`config.mk`:
```
export PLATFORM = sky130hd
export DESIGN_NAME = led_pulse_encoder
export DESIGN_NICKNAME = d
export VERILOG_FILES = /design/src/rtl/led_enc_pkg.sv /design/src/rtl/led_slot_timer.sv /design/src/rtl/led_word_shift.sv /design/src/rtl/led_latch_timer.sv /design/src/rtl/led_pulse_encoder.sv
export SDC_FILE = /design/constraint.sdc
export NUM_CORES = 1
export LEC_CHECK = 0
export BUFFER_PORTS_ARGS = -buffer_cell sky130_fd_sc_hd__buf_2
export CAP_MARGIN = 20
export CELL_PAD_IN_SITES_DETAIL_PLACEMENT = 0
export CELL_PAD_IN_SITES_GLOBAL_PLACEMENT = 1
export CORE_ASPECT_RATIO = 2
export CORE_UTILIZATION = 48
export CTS_BUF_LIST = sky130_fd_sc_hd__clkbuf_8
export CTS_CLUSTER_SIZE = 40
export DETAILED_ROUTE_END_ITERATION = 16
export PLACE_DENSITY_LB_ADDON = 0.15
export SYNTH_ARGS = -nofsm -noshare
export SYNTH_HDL_FRONTEND = slang
export SYNTH_HIERARCHICAL = 1
export SYNTH_SLANG_ARGS = --single-unit
export TNS_END_PERCENT = 10
```
`constraint.sdc`:
```
create_clock -name clk -period 2.6 [get_ports clk]
set_input_delay 0.26 -clock clk [delete_from_list [all_inputs] [get_ports clk]]
set_output_delay 0.26 -clock clk [all_outputs]
set_load 0.05 [all_outputs]
```
`src/rtl/led_enc_pkg.sv`:
```
package led_enc_pkg;

  typedef enum logic [1:0] {
    ST_IDLE  = 2'd0,
    ST_SEND  = 2'd1,
    ST_LATCH = 2'd2
  } enc_state_t;

  // Round a nanosecond span up to whole clock cycles.
  function automatic int ns_to_cycles(input int clk_mhz, input int span_ns);
    return (clk_mhz * span_ns + 999) / 1000;
  endfunction

endpackage

```
`src/rtl/led_slot_timer.sv`:
```
module led_slot_timer #(
  parameter int BIT_CYC = 250,
  parameter int T0H_CYC = 80,
  parameter int T1H_CYC = 160
) (
  input  logic clk,
  input  logic rst,
  input  logic run,
  input  logic bit_val,
  output logic slot_end,
  output logic drive_hi
);
  localparam int CW = $clog2(BIT_CYC);

  logic [CW-1:0] cnt;

  always_ff @(posedge clk) begin
    if (rst || !run)
      cnt <= '0;
    else if (cnt == CW'(BIT_CYC - 1))
      cnt <= '0;
    else
      cnt <= cnt + 1'b1;
  end

  assign slot_end = run && (cnt == CW'(BIT_CYC - 1));
  assign drive_hi = run && (cnt < (bit_val ? CW'(T1H_CYC) : CW'(T0H_CYC)));

endmodule

```
`src/rtl/led_word_shift.sv`:
```
module led_word_shift #(
  parameter int WORD_W = 24
) (
  input  logic              clk,
  input  logic              rst,
  input  logic              load,
  input  logic [WORD_W-1:0] load_word,
  input  logic              shift,
  output logic              msb,
  output logic              last_bit
);
  localparam int IW = $clog2(WORD_W);

  logic [WORD_W-1:0] sreg;
  logic [IW-1:0]     idx;

  always_ff @(posedge clk) begin
    if (rst) begin
      sreg <= '0;
      idx  <= '0;
    end else if (load) begin
      sreg <= load_word;
      idx  <= '0;
    end else if (shift) begin
      sreg <= {sreg[WORD_W-2:0], 1'b0};
      idx  <= idx + 1'b1;
    end
  end

  assign msb      = sreg[WORD_W-1];
  assign last_bit = (idx == IW'(WORD_W - 1));

endmodule

```
`src/rtl/led_latch_timer.sv`:
```
module led_latch_timer #(
  parameter int RESET_CYC = 10000
) (
  input  logic clk,
  input  logic rst,
  input  logic start,
  output logic done
);
  localparam int LW = $clog2(RESET_CYC + 1);

  logic [LW-1:0] cnt;
  logic          busy;

  always_ff @(posedge clk) begin
    if (rst) begin
      cnt  <= '0;
      busy <= 1'b0;
    end else if (start) begin
      cnt  <= LW'(RESET_CYC - 1);
      busy <= 1'b1;
    end else if (busy) begin
      if (cnt == '0)
        busy <= 1'b0;
      else
        cnt <= cnt - 1'b1;
    end
  end

  assign done = busy && (cnt == '0);

endmodule

```
`src/rtl/led_pulse_encoder.sv`:
```
module led_pulse_encoder
  import led_enc_pkg::*;
#(
  parameter int CLK_MHZ  = 200,
  parameter int T0H_NS   = 400,
  parameter int T1H_NS   = 800,
  parameter int BIT_NS   = 1250,
  parameter int RESET_NS = 50000,
  parameter int WORD_W   = 24
) (
  input  logic              clk,
  input  logic              rst,
  input  logic              in_valid,
  output logic              in_ready,
  input  logic [WORD_W-1:0] in_color,
  input  logic              in_last,
  output logic              led_out,
  output logic              underrun
);
  localparam int T0H_CYC   = ns_to_cycles(CLK_MHZ, T0H_NS);
  localparam int T1H_CYC   = ns_to_cycles(CLK_MHZ, T1H_NS);
  localparam int BIT_CYC   = ns_to_cycles(CLK_MHZ, BIT_NS);
  localparam int RESET_CYC = ns_to_cycles(CLK_MHZ, RESET_NS);

  enc_state_t        state;
  logic              hold_full, hold_last, cur_last, frame_closed;
  logic [WORD_W-1:0] hold_word;
  logic              slot_end, drive_hi, msb, last_bit, lat_done;
  logic              accept, word_end, load, go_latch, dry;

  assign in_ready = !hold_full && !frame_closed && (state != ST_LATCH);
  assign accept   = in_valid && in_ready;
  assign word_end = slot_end && last_bit;
  assign dry      = word_end && !cur_last && !hold_full;
  assign go_latch = word_end && (cur_last || !hold_full);
  assign load     = ((state == ST_IDLE) && hold_full) ||
                    (word_end && !cur_last && hold_full);

  led_slot_timer #(
    .BIT_CYC(BIT_CYC), .T0H_CYC(T0H_CYC), .T1H_CYC(T1H_CYC)
  ) u_slot (
    .clk(clk), .rst(rst), .run(state == ST_SEND), .bit_val(msb),
    .slot_end(slot_end), .drive_hi(drive_hi)
  );

  led_word_shift #(.WORD_W(WORD_W)) u_shift (
    .clk(clk), .rst(rst), .load(load), .load_word(hold_word),
    .shift(slot_end && !last_bit), .msb(msb), .last_bit(last_bit)
  );

  led_latch_timer #(.RESET_CYC(RESET_CYC)) u_latch (
    .clk(clk), .rst(rst), .start(go_latch), .done(lat_done)
  );

  // Holding register: one word waits behind the one on the wire.
  always_ff @(posedge clk) begin
    if (rst) begin
      hold_full <= 1'b0;
      hold_last <= 1'b0;
      hold_word <= '0;
    end else if (load) begin
      hold_full <= 1'b0;
    end else if (accept) begin
      hold_full <= 1'b1;
      hold_last <= in_last;
      hold_word <= in_color;
    end
  end

  always_ff @(posedge clk) begin
    if (rst) begin
      state        <= ST_IDLE;
      cur_last     <= 1'b0;
      frame_closed <= 1'b0;
      led_out      <= 1'b0;
      underrun     <= 1'b0;
    end else begin
      led_out  <= drive_hi;
      underrun <= dry;
      if (load)
        cur_last <= hold_last;
      if (accept && in_last)
        frame_closed <= 1'b1;
      else if (lat_done)
        frame_closed <= 1'b0;
      case (state)
        ST_IDLE:  if (load) state <= ST_SEND;
        ST_SEND:  if (go_latch) state <= ST_LATCH;
        ST_LATCH: if (lat_done) state <= ST_IDLE;
        default:  state <= ST_IDLE;
      endcase
    end
  end

endmodule

```
==> flow_metrics.py <==
metrics = {
    "synthesis": {
        "post_synth_main_area_contributors": "sky130_fd_sc_hd__dfxtp_1, sky130_fd_sc_hd__mux2i_1, sky130_fd_sc_hd__o31ai_2, sky130_fd_sc_hd__a21oi_1, sky130_fd_sc_hd__nand4_1",
        "synthDistinctLibCells": 65,
        "synth_edf_count": 0,
        "mappedNetlistArea_um2": 4130,
        "synth_warnings": 6,
        "mappedNetlistNets": 466,
        "synth_seq_cells": 84,
        "synth_top_area_cell": "sky130_fd_sc_hd__dfxtp_1",
        "postSynthCellCount": 431,
        "synth-main-ff-cell": "sky130_fd_sc_hd__dfxtp_1",
        "seq_area_frac_synth_pct": 40.7,
        "post-synth-top-count-cell": "sky130_fd_sc_hd__dfxtp_1",
        "async_flop_share_pct": 0,
        "synth_top_cell_area_share_pct": 40.7,
        "synth.cells.most_frequent": "sky130_fd_sc_hd__dfxtp_1, sky130_fd_sc_hd__a21oi_1, sky130_fd_sc_hd__nand4_1",
        "avgSynthCellArea_um2": 9.58,
    },
    "pwr": {
        "finalPower_mw": 2.70,
        "power-per-cell-area_nw_per_um2": 598,
        "switching_share_pct": 24.9,
        "ir_worst_vdd_mv": 0.363,
        "share_clk_of_total_power_pct": 37.6,
        "cell_internal_pwr_mw": 2.03,
        "sequentialPowerShare_pct": 51.7,
        "p_leak_nw": 1.59,
        "pwr-share-comb_pct": 10.7,
        "net-switching-power_mw": 0.673,
    },
    "route": {
        "route.layer.met1.wl_um": 3600,
        "wl_met2_um": 4840,
        "drcViolationCount": 0,
        "met3_length_um": 166,
        "dr_total_vias": 3269,
        "route.top_layer_used": "met4",
        "vias_per_cell": 5.91,
        "ant_nets": 0,
        "routed_wl_um": 8810,
        "firstDrtPassIters": 4,
        "routedWlPerCell_um": 15.9,
        "first_iter_violations": 93,
    },
    "sta": {
        "setup_viol": 0,
        "setup_repair_after_global_routing_missed_its_margin": "yes",
        "max_freq_mhz": 435,
        "worst_slew_pin_slew_ns": 0.815,
        "whs_ns": 0.154,
        "finalSetupTns_ns": 0,
        "slew_violations": 0,
        "final_ws_setup_ns": 0.300,
        "max_slew_margin_pct": 45.7,
        "fin_crit_sh_pct": 88.5,
        "timing.final.hold_violations": 0,
        "min_period_ns": 2.30,
        "clock_skew_ns": 0.00620,
    },
    "critical_path": {
        "crit_arrival_ns": 2.55,
        "type_of_destination_of_the_critical_path": "flip-flop",
        "critical_path_peak_fanout": 23,
        "timing_worst_setup_path_type": "reg -> reg",
        "timing.critical_path.required_ns": 2.85,
        "critPathLaunchType": "flip-flop",
    },
    "clock_tree": {
        "cts_root_buf": "sky130_fd_sc_hd__clkbuf_8",
        "numClockSinks": 84,
        "clock_tree.buffer_depth": 2,
        "postCtsSetupBuffers": 0,
        "ctsHtreeMaxLevel": 3,
        "cts.reportedPaths.clkPinSlew_ns": 0.08,
        "cts_hold_buffers_added": 0,
        "number_of_clock_buffers_inserted_by_tritoncts": 9,
        "worstSkewPairLatency_ns": 0.35,
        "cts_tree": "yes",
        "cts.repair.resized": 0,
    },
    "finish": {
        "final_util_pct": 54.4,
        "final_nets": 485,
        "n_fill_cell": 770,
        "layout-drive-gt1-share_pct": 20.0,
        "diodes": 0,
        "finish.cell_count_without_fillers": 553,
        "flow.area_growth_from_synthesis_pct": 9.27,
        "finalInstanceArea_um2": 4510,
    },
    "min_path": {
        "min-delay-path-class": "in -> reg",
    },
    "place": {
        "place.gp.congestion": 0.806,
        "port-buffer-count": 30,
        "detailed_place_hpwl_um": 6170,
        "place_worst_setup_slack_ns": 0.303,
        "postPlaceCellArea_um2": 4300,
        "place.detailed.instances": 537,
    },
    "floorplan": {
        "die_h_um": 133,
        "die_w_um": 67.6,
        "floorplan.initialDensity_pct": 49.8,
        "core.rowCount": 47,
        "io_pins": 31,
        "core_area_um2": 8290,
        "area_enclosed_by_the_die_boundary_um2": 9000,
    },
    "global_routing": {
        "grtUsageTotal_pct": 21.2,
        "grt_pass1_vias": 3223,
        "grt-ovfl-total": 0,
        "wire_length_of_the_first_global_routing_pass_um": 14600,
        "antenna_violations_before_repair": 0,
        "grt_start_max_net_pins": 45,
    },
    "outcome": {
        "status": "complete, no violations",
    },
    "flow_run": {
        "drv_cap": 0,
    },
}
==> registers in the layout, summed over array words and instances (netlist names) <==
signal	flops
hold_full	1
underrun	1
u_slot/cnt	8
u_shift/sreg	24
frame_closed	1
cur_last	1
hold_last	1
u_shift/idx	5
led_out	1
u_latch/busy	1
u_latch/cnt	14
state	2
hold_word	24
==> per-layer routing <==
metal / vias to the layer above / global-route usage [%]
li1: 1647 / -
met1: 1569 / 22.8
met2: 43 / 38.4
met3: 10 / 4.11
met4: 0 / 8.27
met5: - / 0
==> worst max-delay path: stages (launching register included) <==
cell	delay, ns
sky130_fd_sc_hd__dfxtp_1	0.46
sky130_fd_sc_hd__nand2b_1	0.11
sky130_fd_sc_hd__inv_1	0.10
sky130_fd_sc_hd__inv_1	0.05
sky130_fd_sc_hd__nor3_1	0.27
sky130_fd_sc_hd__nand2_1	0.17
sky130_fd_sc_hd__o22ai_1	0.19
sky130_fd_sc_hd__and2_1	0.19
sky130_fd_sc_hd__inv_1	0.32
sky130_fd_sc_hd__a211oi_1	0.33
==> power groups by stage <==
stage / clock (mW) / combinational [mW] / sequential, mW
floorplan: 0 / 0.238 / 1.41
global placement: 0 / 0.287 / 1.42
detailed placement: 0 / 0.292 / 1.43
CTS: 1.05 / 0.293 / 1.40
global route: 1.09 / 0.323 / 1.40
finish: 1.02 / 0.290 / 1.40
==> area by class of cell <==
cell class / count / area, µm² / area share, %
well taps: 98 / 123 / 2.72
inverters: 13 / 48.8 / 1.08
repair buffers: 43 / 248 / 5.49
clock inverters: 6 / 78.8 / 1.75
flip-flops and latches: 84 / 1680 / 37.3
multi-input cells: 299 / 2200 / 48.7
clock buffers: 10 / 138 / 3.05
==> cells by family after synthesis <==
logic type	synth area share, %
fa+ha+maj	2.12
mux	7.12
xor+xnor	1.06
simple gates	21.2
flops	40.7
buf+inv	6.36
compound gates	21.4
==> layout by cell type (no fill, tap or decap), types with 10 or more instances in the layout <==
| master | synthesis | routed |
|---|---|---|
| sky130_fd_sc_hd__nor2_1 | 15 | 15 |
| sky130_fd_sc_hd__dfxtp_1 | 84 | 84 |
| sky130_fd_sc_hd__a211oi_1 | 23 | 23 |
| sky130_fd_sc_hd__buf_4 | 5 | 13 |
| sky130_fd_sc_hd__mux2i_1 | 26 | 26 |
| sky130_fd_sc_hd__nor2b_1 | 28 | 26 |
| sky130_fd_sc_hd__buf_2 | 10 | 30 |
| sky130_fd_sc_hd__nand4_1 | 29 | 29 |
| sky130_fd_sc_hd__o31ai_2 | 18 | 18 |
| sky130_fd_sc_hd__inv_1 | 12 | 13 |
| sky130_fd_sc_hd__a21oi_1 | 40 | 40 |
| sky130_fd_sc_hd__clkbuf_8 | 0 | 10 |
==> path summary, 6_finish.rpt <==
path | cells past startpoint | from | end | slack [ns]
worst max register to register | 9 | state[0] | u_shift/sreg[14] | 0.30
worst min-delay path | 3 | in_color[9] | hold_word[9] | 0.15
worst min register to register | 2 | hold_last | cur_last | 0.47
worst max-delay path | 9 | state[0] | u_shift/sreg[14] | 0.30
(Power assumes the default switching activity.)
